### src/rtl/frac_baud_pkg.sv
// Package: shared register offsets and decode for the fractional UART clock generator.
// Assumes byte offsets fit in any address width of at least 4 bits.
package frac_baud_pkg;

    localparam int unsigned OFS_OSR = 32'h0;
    localparam int unsigned OFS_MUL = 32'h4;
    localparam int unsigned OFS_DIV = 32'h8;

    typedef enum logic [1:0] {
        SEL_NONE,
        SEL_OSR,
        SEL_MUL,
        SEL_DIV
    } reg_sel_e;

    // Map a byte offset onto the register it selects.
    function automatic reg_sel_e decode_addr(input int unsigned a);
        case (a)
            OFS_OSR: decode_addr = SEL_OSR;
            OFS_MUL: decode_addr = SEL_MUL;
            OFS_DIV: decode_addr = SEL_DIV;
            default: decode_addr = SEL_NONE;
        endcase
    endfunction

endpackage

### src/rtl/frac_baud_regs.sv
// Register file: holds the oversampling ratio, multiplier and divider.
// The write port is single-cycle and the read is combinational.
// Any register write raises restart_o for that cycle.
// Assumes PSW <= RW < DW.
module frac_baud_regs
    import frac_baud_pkg::*;
#(
    parameter int AW      = 4,
    parameter int RW      = 24,
    parameter int PSW     = 8,
    parameter int DW      = 32,
    parameter int PS_INIT = 16
) (
    input  logic           clk,
    input  logic           rst_n,
    input  logic           wr_en,
    input  logic [AW-1:0]  addr,
    input  logic [RW-1:0]  wdata,
    output logic [DW-1:0]  rdata,
    output logic [PSW-1:0] ps_o,
    output logic [RW-1:0]  mul_o,
    output logic [RW-1:0]  div_o,
    output logic           restart_o
);

    localparam int PS_PAD = DW - PSW;
    localparam int RW_PAD = DW - RW;

    reg_sel_e sel;
    logic [PSW-1:0] ps_q;
    logic [RW-1:0]  mul_q;
    logic [RW-1:0]  div_q;

    // Decode the offset once for both the read and the write path.
    assign sel = decode_addr(32'(addr));

    // Capture write data into the selected register.
    always_ff @(posedge clk) begin
        if (!rst_n) begin
            ps_q  <= PSW'(PS_INIT);
            mul_q <= '0;
            div_q <= '0;
        end else if (wr_en) begin
            case (sel)
                SEL_OSR: ps_q  <= wdata[PSW-1:0];
                SEL_MUL: mul_q <= wdata;
                SEL_DIV: div_q <= wdata;
                default: ;
            endcase
        end
    end

    // Zero-extend the selected register onto the read bus.
    always_comb begin
        case (sel)
            SEL_OSR: rdata = {{PS_PAD{1'b0}}, ps_q};
            SEL_MUL: rdata = {{RW_PAD{1'b0}}, mul_q};
            SEL_DIV: rdata = {{RW_PAD{1'b0}}, div_q};
            default: rdata = '0;
        endcase
    end

    // Flag that the rate setting has changed.
    assign restart_o = wr_en && (sel != SEL_NONE);

    assign ps_o  = ps_q;
    assign mul_o = mul_q;
    assign div_o = div_q;

    AST_MUL_WRITE_LANDS: assert property (@(posedge clk) disable iff (!rst_n)
        (wr_en && sel == SEL_MUL) |=> (mul_o == $past(wdata)));
    AST_OSR_WRITE_LANDS: assert property (@(posedge clk) disable iff (!rst_n)
        (wr_en && sel == SEL_OSR) |=> (ps_o == $past(wdata[PSW-1:0])));

endmodule

### src/rtl/frac_baud_accum.sv
// Phase accumulator: adds MUL every reference cycle. Each time the sum
// reaches DIV, it removes DIV and registers one enable pulse.
// It saturates at one pulse per cycle when MUL >= DIV, and stays idle when
// either operand is zero. Assumes the operands change only together with
// clear_i, so the accumulator always stays below DIV.
module frac_baud_accum #(
    parameter int RW = 24
) (
    input  logic          clk,
    input  logic          rst_n,
    input  logic          clear_i,
    input  logic [RW-1:0] mul_i,
    input  logic [RW-1:0] div_i,
    output logic          fire_o
);

    logic [RW-1:0] acc_q;
    logic [RW:0]   sum;
    logic [RW-1:0] wrapped;
    logic          idle;
    logic          saturate;

    // Form the next phase, one bit wider so the carry is kept.
    assign sum      = {1'b0, acc_q} + {1'b0, mul_i};
    assign wrapped  = RW'(sum - {1'b0, div_i});
    assign idle     = (mul_i == '0) || (div_i == '0);
    assign saturate = (mul_i >= div_i);

    // Advance the phase and register the enable for this step.
    always_ff @(posedge clk) begin
        if (!rst_n || clear_i || idle) begin
            acc_q  <= '0;
            fire_o <= 1'b0;
        end else if (saturate) begin
            acc_q  <= '0;
            fire_o <= 1'b1;
        end else if (sum >= {1'b0, div_i}) begin
            acc_q  <= wrapped;
            fire_o <= 1'b1;
        end else begin
            acc_q  <= sum[RW-1:0];
            fire_o <= 1'b0;
        end
    end

    AST_PHASE_BELOW_DIV: assert property (@(posedge clk) disable iff (!rst_n)
        (div_i != '0) |-> (acc_q < div_i));
    AST_SAT_EVERY_CYCLE: assert property (@(posedge clk) disable iff (!rst_n)
        (!clear_i && !idle && saturate) |=> fire_o);
    AST_ZERO_SILENT: assert property (@(posedge clk) disable iff (!rst_n)
        idle |=> !fire_o);

endmodule

### src/rtl/frac_baud_presc.sv
// Prescaler: counts the enable pulses inside one bit period.
// It registers a bit tick on pulse index PS-1 and a sample strobe on pulse
// index floor(PS/2). A ratio of zero is treated as one.
// Assumes ps_i changes only together with clear_i.
module frac_baud_presc #(
    parameter int PSW = 8
) (
    input  logic           clk,
    input  logic           rst_n,
    input  logic           clear_i,
    input  logic           pulse_i,
    input  logic [PSW-1:0] ps_i,
    output logic           tick_o,
    output logic           stb_o
);

    logic [PSW-1:0] ps_eff;
    logic [PSW-1:0] last_idx;
    logic [PSW-1:0] mid_idx;
    logic [PSW-1:0] cnt_q;

    // Derive the effective ratio and the two decode points.
    assign ps_eff   = (ps_i == '0) ? PSW'(1) : ps_i;
    assign last_idx = ps_eff - PSW'(1);
    assign mid_idx  = ps_eff >> 1;

    // Count pulses and register the tick and the strobe.
    always_ff @(posedge clk) begin
        if (!rst_n || clear_i) begin
            cnt_q  <= '0;
            tick_o <= 1'b0;
            stb_o  <= 1'b0;
        end else if (pulse_i) begin
            tick_o <= (cnt_q == last_idx);
            stb_o  <= (cnt_q == mid_idx);
            cnt_q  <= (cnt_q == last_idx) ? '0 : cnt_q + PSW'(1);
        end else begin
            tick_o <= 1'b0;
            stb_o  <= 1'b0;
        end
    end

    AST_COUNT_IN_RANGE: assert property (@(posedge clk) disable iff (!rst_n)
        cnt_q < ps_eff);
    AST_TICK_NEEDS_PULSE: assert property (@(posedge clk) disable iff (!rst_n)
        tick_o |-> $past(pulse_i));
    AST_STB_NEEDS_PULSE: assert property (@(posedge clk) disable iff (!rst_n)
        stb_o |-> $past(pulse_i));
    AST_PS_ZERO_IS_ONE: assert property (@(posedge clk) disable iff (!rst_n)
        (ps_i == '0 && pulse_i && !clear_i) |=> (tick_o && stb_o));

endmodule

### src/rtl/frac_baud_gen.sv
// Top: fractional UART clock generator. It joins the register file, the
// phase accumulator and the prescaler. A register write restarts both
// counters in the same cycle. Every output is a clock enable in the
// reference clock domain.
module frac_baud_gen #(
    parameter int AW      = 4,
    parameter int RW      = 24,
    parameter int PSW     = 8,
    parameter int DW      = 32,
    parameter int PS_INIT = 16
) (
    input  logic          clk,
    input  logic          rst_n,
    input  logic          wr_en,
    input  logic [AW-1:0] addr,
    input  logic [RW-1:0] wdata,
    output logic [DW-1:0] rdata,
    output logic          fuart_en,
    output logic          bit_tick,
    output logic          sample_stb
);

    logic [PSW-1:0] ps;
    logic [RW-1:0]  mul;
    logic [RW-1:0]  div;
    logic           restart;

    // Configuration registers.
    frac_baud_regs #(
        .AW(AW), .RW(RW), .PSW(PSW), .DW(DW), .PS_INIT(PS_INIT)
    ) u_regs (
        .clk(clk), .rst_n(rst_n), .wr_en(wr_en), .addr(addr), .wdata(wdata),
        .rdata(rdata), .ps_o(ps), .mul_o(mul), .div_o(div), .restart_o(restart)
    );

    // Fractional-rate enable.
    frac_baud_accum #(.RW(RW)) u_accum (
        .clk(clk), .rst_n(rst_n), .clear_i(restart),
        .mul_i(mul), .div_i(div), .fire_o(fuart_en)
    );

    // Bit period and mid-bit strobe.
    frac_baud_presc #(.PSW(PSW)) u_presc (
        .clk(clk), .rst_n(rst_n), .clear_i(restart), .pulse_i(fuart_en),
        .ps_i(ps), .tick_o(bit_tick), .stb_o(sample_stb)
    );

    AST_NO_TICK_WITHOUT_RATE: assert property (@(posedge clk) disable iff (!rst_n)
        (mul == '0 || div == '0) |=> ##1 !bit_tick);

endmodule

### config.mk
export PLATFORM = sky130hd
export DESIGN_NAME = frac_baud_gen
export DESIGN_NICKNAME = d
export VERILOG_FILES = /design/src/rtl/frac_baud_pkg.sv /design/src/rtl/frac_baud_regs.sv /design/src/rtl/frac_baud_accum.sv /design/src/rtl/frac_baud_presc.sv /design/src/rtl/frac_baud_gen.sv
export SDC_FILE = /design/constraint.sdc
export NUM_CORES = 1
export LEC_CHECK = 0
export CORE_MARGIN = 4
export CORE_UTILIZATION = 45
export DETAILED_ROUTE_END_ITERATION = 8
export GPL_TIMING_DRIVEN = 0
export PLACE_DENSITY = 0.67
export SYNTH_ARGS = -nofsm -noshare
export SYNTH_HDL_FRONTEND = slang
export SYNTH_HIERARCHICAL = 1
export SYNTH_SLANG_ARGS = --single-unit
### constraint.sdc
create_clock -name clk -period 4.3 [get_ports clk]
set_input_delay 0.645 -clock clk [delete_from_list [all_inputs] [get_ports clk]]
set_output_delay 0.645 -clock clk [all_outputs]
set_load 0.1 [all_outputs]
=== After elaboration in Yosys (flattened, before gate mapping) ===
Index checks and enable logic that the tools add are counted.

* $add $sub $neg: 4
* Multipliers: 0
* Div/mod/pow operators: 0
* Order comparisons: 2
* Equality and inequality tests: 7
* Shifts and indexed selects: 0
* Muxes and demuxes: 7
* Bitwise logic cells: 1
* Reductions and logical operators: 15

{| class="wikitable"
|+ Operator list
! operator !! count
|-
| case mux 24 bit (3 select lines) || 1
|-
| logical NOT 24 bit || 2
|-
| adder 24 x 24 -> 25 bit || 1
|-
| >= comparator 25 x 24 -> 1 bit || 1
|-
| >= comparator 24 bit || 1
|-
| two-way mux 24 bit || 1
|-
| subtractor 24 bit || 1
|-
| two-way mux 8 bit || 2
|-
| adder 8 x 1 -> 8 bit (second input constant) || 1
|-
| equality test 8 x 7 -> 1 bit || 1
|-
| equality test 8 bit || 1
|-
| logical NOT 8 bit || 1
|-
| subtractor 8 x 1 -> 8 bit (second input constant) || 1
|-
| case mux 2 bit (3 select lines) || 1
|-
| AND reduction 2 bit || 3
|-
| equality test 2 bit (second input constant) || 2
|-
| equality test 4 x 3 -> 1 bit (second input constant) || 1
|-
| equality test 4 bit (second input constant) || 1
|-
| logical NOT 4 bit || 1
|-
| OR reduction 2 bit || 2
|-
| logical OR 1 bit || 3
|-
| equality test 2 x 1 -> 1 bit (second input constant) || 1
|-
| two-way mux 1 bit || 2
|-
| nonzero test 2 bit || 1
|-
| other kinds (3) || 3
|}

* Register bits: 91
* Bits in latches: 0
* Memory bits (writable): 0
* Bits in read-only memories: 0
* Input port bits: 31
* Logic and storage cells: 44
* Memories: 0

=== Depth between registers and ports, before layout ===
Gate-level depths: netlist (run 1).

* Depth in word-level cells: 7
* Depth in mapped cells: 22

=== Cells and area by module ===
Netlist (run 1), hierarchy kept.

{| class="wikitable"
|+ Modules (own cells, without submodules)
! module !! times used !! cells each !! area an instance (µm²) !! seq. area each (µm²)
|-
| frac_baud_accum || 1 || 524 || 3932.5 || 500.5
|-
| frac_baud_regs || 1 || 270 || 2487.4 || 1121.1
|-
| frac_baud_presc || 1 || 101 || 860.8 || 200.2
|}

=== Worst setup path after synthesis (run 1) ===
Ideal clock, no wire load.

* Kind: register to register
* Start point: register u_regs.mul_q[0] (netlist: u_regs/mul_o[0])
* End point: register u_accum.acc_q[23]
* Setup time: 0.143 ns
* Data arrival time: 4.431 ns
* Required time: 4.157 ns
* Path slack: -0.273 ns
* Cell stages (with the launch flop): 21
* Path buffers: 1
* Cells stage by stage: dfxtp_1 > ha_1 > fa_1 > a211oi_1 > o21ai_0 > a311oi_2 > o21a_2 > o211ai_4 > a31oi_1 > xnor2_1 > inv_1 > ha_1 > clkbuf_1 > nand4_1 > or4_1 > nor3_1 > nor3_1 > o21ai_0 > a31oi_4 > a2111oi_0 > a2111oi_2

* Word-level cells in the longest chain between the ends: 4
* Elaborated cells on any way between the ends: 9
* Those cells by class: 2 x add/sub; 2 x order compare; 1 x mux; 4 x reduce/logical

{| class="wikitable"
|+ Ends and longest elaborated chain
! element !! RTL line !! RTL
|-
| start: declaration || frac_baud_regs.sv:31 || <nowiki>logic [RW-1:0] mul_q;</nowiki>
|-
| start signal: assignment || frac_baud_regs.sv:46 || <nowiki>SEL_MUL: mul_q <= wdata;</nowiki>
|-
| branches (longest 4 deep; another with adder 24 x 24 -> 25 bit) || -- ||
|-
| end signal: assignment || frac_baud_accum.sv:38 || <nowiki>acc_q <= wrapped;</nowiki>
|-
| end signal: assignment || frac_baud_accum.sv:41 || <nowiki>acc_q <= sum[RW-1:0];</nowiki>
|-
| end: declaration || frac_baud_accum.sv:17 || <nowiki>logic [RW-1:0] acc_q;</nowiki>
|}

Several ways; the timed one is not identified.
A chain may end at the register's enable or synchronous reset.

=== Final worst setup path (run 1) ===
* Start point: register u_regs.mul_q[0] (netlist: u_regs/mul_o[0])
* End point: register u_accum.acc_q[22]

Same word-level chain as after synthesis.

==> results of run 1 <==
## power breakdown
part           leakage [nW]  total [W]  internal (W)  switching [W]
logic                  3.45    0.00118      0.000513       0.000669
registers             0.738   0.000869      0.000853      0.0000158
clock network         0.142   0.000806      0.000410       0.000395
## worst max-delay path: cells and delay by family (launching register included)
kind / cells / cell delay, ns
buffers and inverters: 18 / 2.34
AO/OA/AOI/OAI: 7 / 1.41
adder cells (fa/ha/maj): 2 / 0.54
flip-flops: 1 / 0.35
XOR/XNOR: 1 / 0.11
## cell type report
class | instances | area (µm²) | share of cell area, %
flip-flops and latches | 91 | 1840 | 19.7
clock inverters | 7 | 67.6 | 0.725
multi-input cells | 719 | 5400 | 58.0
plain buffers | 44 | 282 | 3.02
inverters | 47 | 176 | 1.89
repair buffers | 108 | 1050 | 11.3
clock buffers | 9 | 225 | 2.42
well taps | 216 | 270 | 2.90
## flip-flops by register name, indices dropped and copies added, names as in the netlist
register / cells
u_accum/acc_q: 24
u_accum/fire_o: 1
u_presc/cnt_q: 8
u_presc/stb_o: 1
u_presc/tick_o: 1
u_regs/div_o: 24
u_regs/mul_o: 24
u_regs/ps_o: 8
## per-layer routing
layer | global-route usage, % | routed length [µm]
met4 | 9.07 | 863
met5 | 0 | 0
met2 | 41.3 | 11200
met3 | 4.68 | 1550
met1 | 34.6 | 10500
## cell usage after synthesis, drive strengths merged (4+ instances only)
master | count | area, µm²
nand2 | 138 | 523
dfxtp | 91 | 1820
ha | 74 | 926
a21oi | 63 | 315
mux2i | 57 | 574
inv | 47 | 176
o21ai | 36 | 184
nand3 | 35 | 175
nor2 | 32 | 120
xnor2 | 31 | 272
nor3 | 24 | 131
buf | 23 | 176
clkbuf | 23 | 86.3
xor2 | 19 | 166
a211oi | 16 | 120
a22o | 16 | 140
nor4 | 16 | 115
nand4 | 13 | 81.3
a21o | 11 | 82.6
a31oi | 10 | 77.6
a22oi | 9 | 67.6
nand2b | 9 | 56.3
o211ai | 9 | 81.3
nor2b | 8 | 50.1
and3 | 7 | 48.8
o21a | 7 | 53.8
a211o | 5 | 43.8
o31ai | 5 | 37.5
o311ai | 4 | 35.0
## how the worst min path moves through the flow
stage	startpoint	endpoint	slack, ns	cells past startpoint
finish	u_regs/ps_o[3]$_SDFFE_PN0P_	u_regs/ps_o[3]$_SDFFE_PN0P_	0.48	2
global route	u_regs/ps_o[3]$_SDFFE_PN0P_	u_regs/ps_o[3]$_SDFFE_PN0P_	0.51	2
CTS	u_regs/ps_o[3]$_SDFFE_PN0P_	u_regs/ps_o[3]$_SDFFE_PN0P_	0.48	2
detailed placement	u_regs/ps_o[3]$_SDFFE_PN0P_	u_regs/ps_o[3]$_SDFFE_PN0P_	0.47	2
global placement	u_regs/ps_o[3]$_SDFFE_PN0P_	u_regs/ps_o[3]$_SDFFE_PN0P_	0.47	2
floorplan	u_regs/ps_o[3]$_SDFFE_PN0P_	u_regs/ps_o[3]$_SDFFE_PN0P_	0.45	2
## kinds of logic (layout without fill, tap and decap cells)
| logic type | count (synthesis) | after routing | synth area share (%) |
|---|---|---|---|
| AO/OA/AOI/OAI | 223 | 224 | 21.0 |
| XOR/XNOR | 50 | 50 | 6.01 |
| adder cells (fa/ha/maj) | 76 | 76 | 13.3 |
| buffers and inverters | 93 | 215 | 6.03 |
| flip-flops | 91 | 91 | 25.0 |
| multiplexers | 58 | 58 | 8.04 |
| other | 1 | 8 | 0.0515 |
| AND/OR/NAND/NOR | 303 | 303 | 20.6 |
## per-stage QoR
step | utilization, % | total power, W | setup TNS, ns | worst slack, ns | instances
final | 58.6 | 0.00286 | -10.48 | -0.538 | 1241
after global routing | 58.6 | 0.00296 | -14.16 | -0.657 | 1241
after CTS | 56.7 | 0.00269 | -7.61 | -0.400 | 1231
after detailed placement | 51.5 | 0.00166 | -22.65 | -0.964 | 1175
after global placement | 51.5 | 0.00166 | -22.75 | -0.966 | 1175
after floorplan | - | 0.00144 | 0 | 0.00273 | 902
## timing repair
action	in CTS	in global routing
buffers inserted	37	12
setup endpoints to repair	37	38
hold endpoints to repair	0	0
gates resized for setup	62	58
hold buffers	0	0
pin swaps	22	31
gates cloned	4	1
==> key figures, run 1 <==
Timing
  • Crit path time final: 4.84 ns
  • Max Slew Vio Count: 0
  • Clock Skew: 0.0127 ns
  • Hold WS: 0.480 ns
  • Least-Margin Pin Slew: 0.981 ns
  • Fin worst setup slack: -0.538 ns
  • RSZ-0062 raised after global routing: yes
  • Final hold violations: 0
  • Worst slew margin: 34.4%
  • Final Setup Violations: 25
  • Max Clk Rate: 0.207 GHz
  • Period utilization: 113%

Global route
  • Gr usage total: 25.7%
  • Vias in the first global route: 6891
  • First-pass GRT wire length: 37100 µm
  • Initial antenna violation count: 0
  • Overflow after GRT: 0
  • Largest net degree at the start of global routing: 19

Worst setup path
  • Largest stage delay on the critical path: 0.38 ns
  • Startpoint Class: flop
  • CP Data Arrival Time: 5.09 ns
  • Setup crit start: u_regs/mul_o[0]$_SDFFE_PN0P_
  • CP Capture Type: flop
  • Crit path to: u_accum/acc_q[22]$_SDFF_PP0_
  • Reg2reg start: u_regs/mul_o[0]$_SDFFE_PN0P_
  • Worst reg-to-reg setup slack: -0.54 ns
  • Critical R2R Capture: u_accum/acc_q[22]$_SDFF_PP0_
  • Reg2reg path depth: 28
  • Cell mode on critical path: buf_4
  • Crit path kind: flop to flop
  • Critical Path Fanout Max: 3
  • CP max-delay cell: fa_2
  • Req. time, crit path: 4.55 ns

Routing
  • Initial DRC Count: 647
  • # DRC: 0
  • Vias per inst: 5.88
  • WL/cell: 19.4 µm
  • DRT Pass-1 Iters: 4
  • Via count: 7300
  • Final wirelength: 24100 µm
  • Post-DRT Antenna Nets: 0

Clocking
  • Clock latency on the worst-skew pair: 0.36 ns
  • CTS root buf: clkbuf_16
  • TritonCTS Buffers: 9
  • Clock Pin Slew Worst Setup and Hold Paths: 0.07 ns
  • CTS tree: yes
  • TritonCTS Sinks: 91
  • Clk buf depth: 2
  • Clock H-tree levels: 3

Status
  • Failing checks: negative setup slack
  • Status: complete, but fails checks

Power and ir drop
  • PwrDens: 307 mW/mm²
  • Pleak: 4.33 nW
  • Worst vdd ir: 0.204 mV

Floorplan
  • Die Area: 0.0183 mm²
  • # rows: 46
  • Die W: 135 µm
  • Io pins: 66
  • DIE HEIGHT: 135 µm
  • Initial Utilization: 45.8%
  • Area of the core: 0.0159 mm²

Synth
  • EDFF count, synth: 0
  • Post-Syn Area: 0.00728 mm²
  • Synth unique cells: 79
  • Synth Warn #: 6
  • Syn avg cell area: 8.13 µm²
  • Post-synthesis cell count: 895
  • Sequential area share after synthesis: 25.0%
  • Post-synthesis register bit count: 91
  • Post-synth ARST share: 0%
  • Most used DFF post-synth: dfxtp_1

Hold path
  • Hold crit path type: flop to flop

Placed design
  • PortBufs: 57
  • Placed cell area: 0.00818 mm²
  • GPL Wtd Cong: 0.936
  • Dpl hpwl: 17100 µm

Final layout
  • N_diodes: 0
  • Syn-to-layout area delta: 27.9%
  • Most common cell after layout, fill and taps aside: nand2_1
  • Design area: 0.00931 mm²
  • Most frequent cells in the layout: nand2_1 (136), dfxtp_1 (84), ha_1 (66), a21oi_1 (57), mux2i_1 (56)
  • Filler cell count in the final layout: 1442
  • Net total in the final layout: 1127
  • Share of post-route cells with drive strength above 1: 16.8%

Flow run
  • Max-cap violations: 0
(Power assumes the default switching activity.)
==> inputs of run 2 (changes only) <==
- CORE_ASPECT_RATIO: default -> 1.4
- CORE_UTILIZATION: 45 -> 29
- PLACE_DENSITY: 0.67 -> default
==> key figures, run 2 (synthesis gave the netlist of run 1 again) <==
Routing
  • Met2 WL: 12200 µm
  • Met3 wire length: 661 µm
  • DRT Pass-1 Iters: 4
  • Max layer used: met4
  • Final wirelength: 23700 µm
  • Vias per inst: 5.34
  • Initial DRC Count: 289
  • Met1 WL: 9570 µm
  • Post-DRT Antenna Nets: 0
  • # DRC: 0
  • WL/cell: 18.0 µm
  • Via count: 7039

Final layout
  • Share of post-route cells with drive strength above 1: 15.9%
  • Most frequent cells in the layout: nand2_1 (136), dfxtp_1 (85), ha_1 (69), mux2i_1 (56), inv_1 (47)
  • Syn-to-layout area delta: 28.8%
  • N_diodes: 0
  • Net total in the final layout: 1106
  • Most common cell after layout, fill and taps aside: nand2_1

Clocking
  • TritonCTS Sinks: 91
  • CTS tree: yes
  • Clock latency on the worst-skew pair: 0.36 ns
  • Clock Pin Slew Worst Setup and Hold Paths: 0.07 ns
  • Clk buf depth: 2
  • CTS root buf: clkbuf_16
  • Clock H-tree levels: 3
  • TritonCTS Buffers: 9

Worst setup path
  • Top delay family on crit path: compound AO/OA/AOI/OAI gates
  • Req. time, crit path: 4.52 ns
  • Critical Path Fanout Max: 6
  • CP Capture Type: flop
  • Crit-path cells: ha_4 > fa_2 > a211oi_4 > o21ai_2 > a311oi_2 > o21a_2 > o211ai_4 > a31oi_1 > xnor2_1 > inv_1 > ha_4 > nand4_1 > or4_4 > nor3_4 > nor3_2 > o21ai_1 > buf_4 > a31oi_4 > buf_6 > a2111oi_4 > a2111oi_4
  • Setup crit start: u_regs/mul_o[0]$_SDFFE_PN0P_
  • Largest stage delay on the critical path: 0.54 ns
  • Startpoint Class: flop
  • CP max-delay cell: or4_4
  • CP Data Arrival Time: 4.98 ns
  • Reg2reg start: u_regs/mul_o[0]$_SDFFE_PN0P_
  • Crit path kind: flop to flop
  • Buf/Inv on CP: 3

Floorplan
  • Die Area: 0.0277 mm²
  • # rows: 68
  • Initial Utilization: 29.5%
  • Io pins: 66
  • DIE HEIGHT: 195 µm
  • Area of the core: 0.0247 mm²
  • Die W: 142 µm

Timing
  • Setup tns final: -9.42 ns
  • Max Slew Vio Count: 0
  • RSZ-0062 raised after global routing: yes
  • Fin worst setup slack: -0.462 ns
  • Worst slew margin: 32.0%
  • Clock Skew: 0.00559 ns
  • Period utilization: 111%
  • Least-Margin Pin Slew: 1.02 ns
  • Final hold violations: 0
  • Max Clk Rate: 0.210 GHz
  • Crit path time final: 4.76 ns
  • Final Setup Violations: 25

Hold path
  • Hold crit path type: flop to flop
  • Hold Crit Start: u_regs/ps_o[3]$_SDFFE_PN0P_

Power and ir drop
  • Post-route total power: 0.00284 W
  • Worst vdd ir: 0.246 mV
  • Pleak: 4.35 nW
  • PwrDens: 303 mW/mm²

Global route
  • Largest net degree at the start of global routing: 18
  • Overflow after GRT: 0
  • First-pass GRT wire length: 36900 µm
  • Vias in the first global route: 6984
  • Initial antenna violation count: 0
  • Gr usage total: 16.7%

Placed design
  • Dpl hpwl: 18400 µm
  • GPL Wtd Cong: 0.924
  • PortBufs: 57

Status
  • Status: complete, but fails checks
  • Failing checks: negative setup slack

Flow run
  • Max-cap violations: 0
## run 2: cell count changes in the layout (fill, tap and decap cells not counted), sizes merged
cell / previous run / this run
dlygate4sd2: 11 / 4
buf: 75 / 53
clkdlybuf4s15: 1 / 0
dlymetal6s2s: 11 / 20
## run 2: metal layers
layer,track usage (%),vias up
li1,-,3473
met1,18.3,3363
met2,29.9,146
met3,2.13,57
met4,10.6,0
met5,0,-
## run 2: final cells by class
type | instances | area [µm²]
clock buffer | 9 | 225
timing repair buffer | 88 | 941
buffer | 43 | 259
tap | 315 | 394
sequential | 91 | 1830
multi-input combinational | 719 | 5490
clock inverter | 7 | 56.3
fill | 2503 | 15300
inverter | 47 | 176
## run 2: worst paths after layout
| kind | to | slack, ns | cells after the start |
|---|---|---|---|
| setup / recovery | u_accum/acc_q[23]$_SDFF_PP0_ | -0.46 | 21 |
| hold / removal | u_regs/ps_o[3]$_SDFFE_PN0P_ | 0.50 | 2 |
| setup reg to reg | u_accum/acc_q[23]$_SDFF_PP0_ | -0.46 | 21 |
| hold reg to reg | u_regs/ps_o[3]$_SDFFE_PN0P_ | 0.50 | 2 |
## run 2: power breakdown
| group | internal [W] | total (W) | leakage [nW] | switching, W |
|---|---|---|---|---|
| Combinational | 0.000500 | 0.00119 | 3.47 | 0.000692 |
| Sequential | 0.000854 | 0.000870 | 0.737 | 0.0000160 |
| Clock | 0.000402 | 0.000782 | 0.138 | 0.000380 |
| Total | 0.00176 | 0.00284 | 4.35 | 0.00109 |
## run 2: tightest hold or removal path, delay by kind of cell, from the launching register on
family,cells,cell delay [ns]
muxes,1,0.06
and+or+nand+nor,1,0.06
DFF,1,0.33
## run 2: stage by stage
stage | hold WS [ns] | cell area (µm²) | util, % | setup slack (ns) | cells
finish | 0.500 | 9380 | 38.0 | -0.462 | 1319
global route | 0.536 | 9380 | 38.0 | -0.643 | 1319
CTS | 0.504 | 8990 | 36.4 | -0.608 | 1310
detailed placement | 0.494 | 8300 | 33.6 | -1.06 | 1274
global placement | 0.479 | 8300 | 33.6 | -1.06 | 1274
floorplan | 0.448 | 7340 | - | 0.00273 | 902
## run 2: timing repair
action	in CTS	in global routing
gates resized for setup	50	82
pin swaps	20	25
setup endpoints to repair	33	45
gates cloned	3	1
hold buffers	0	0
setup buffers	17	12
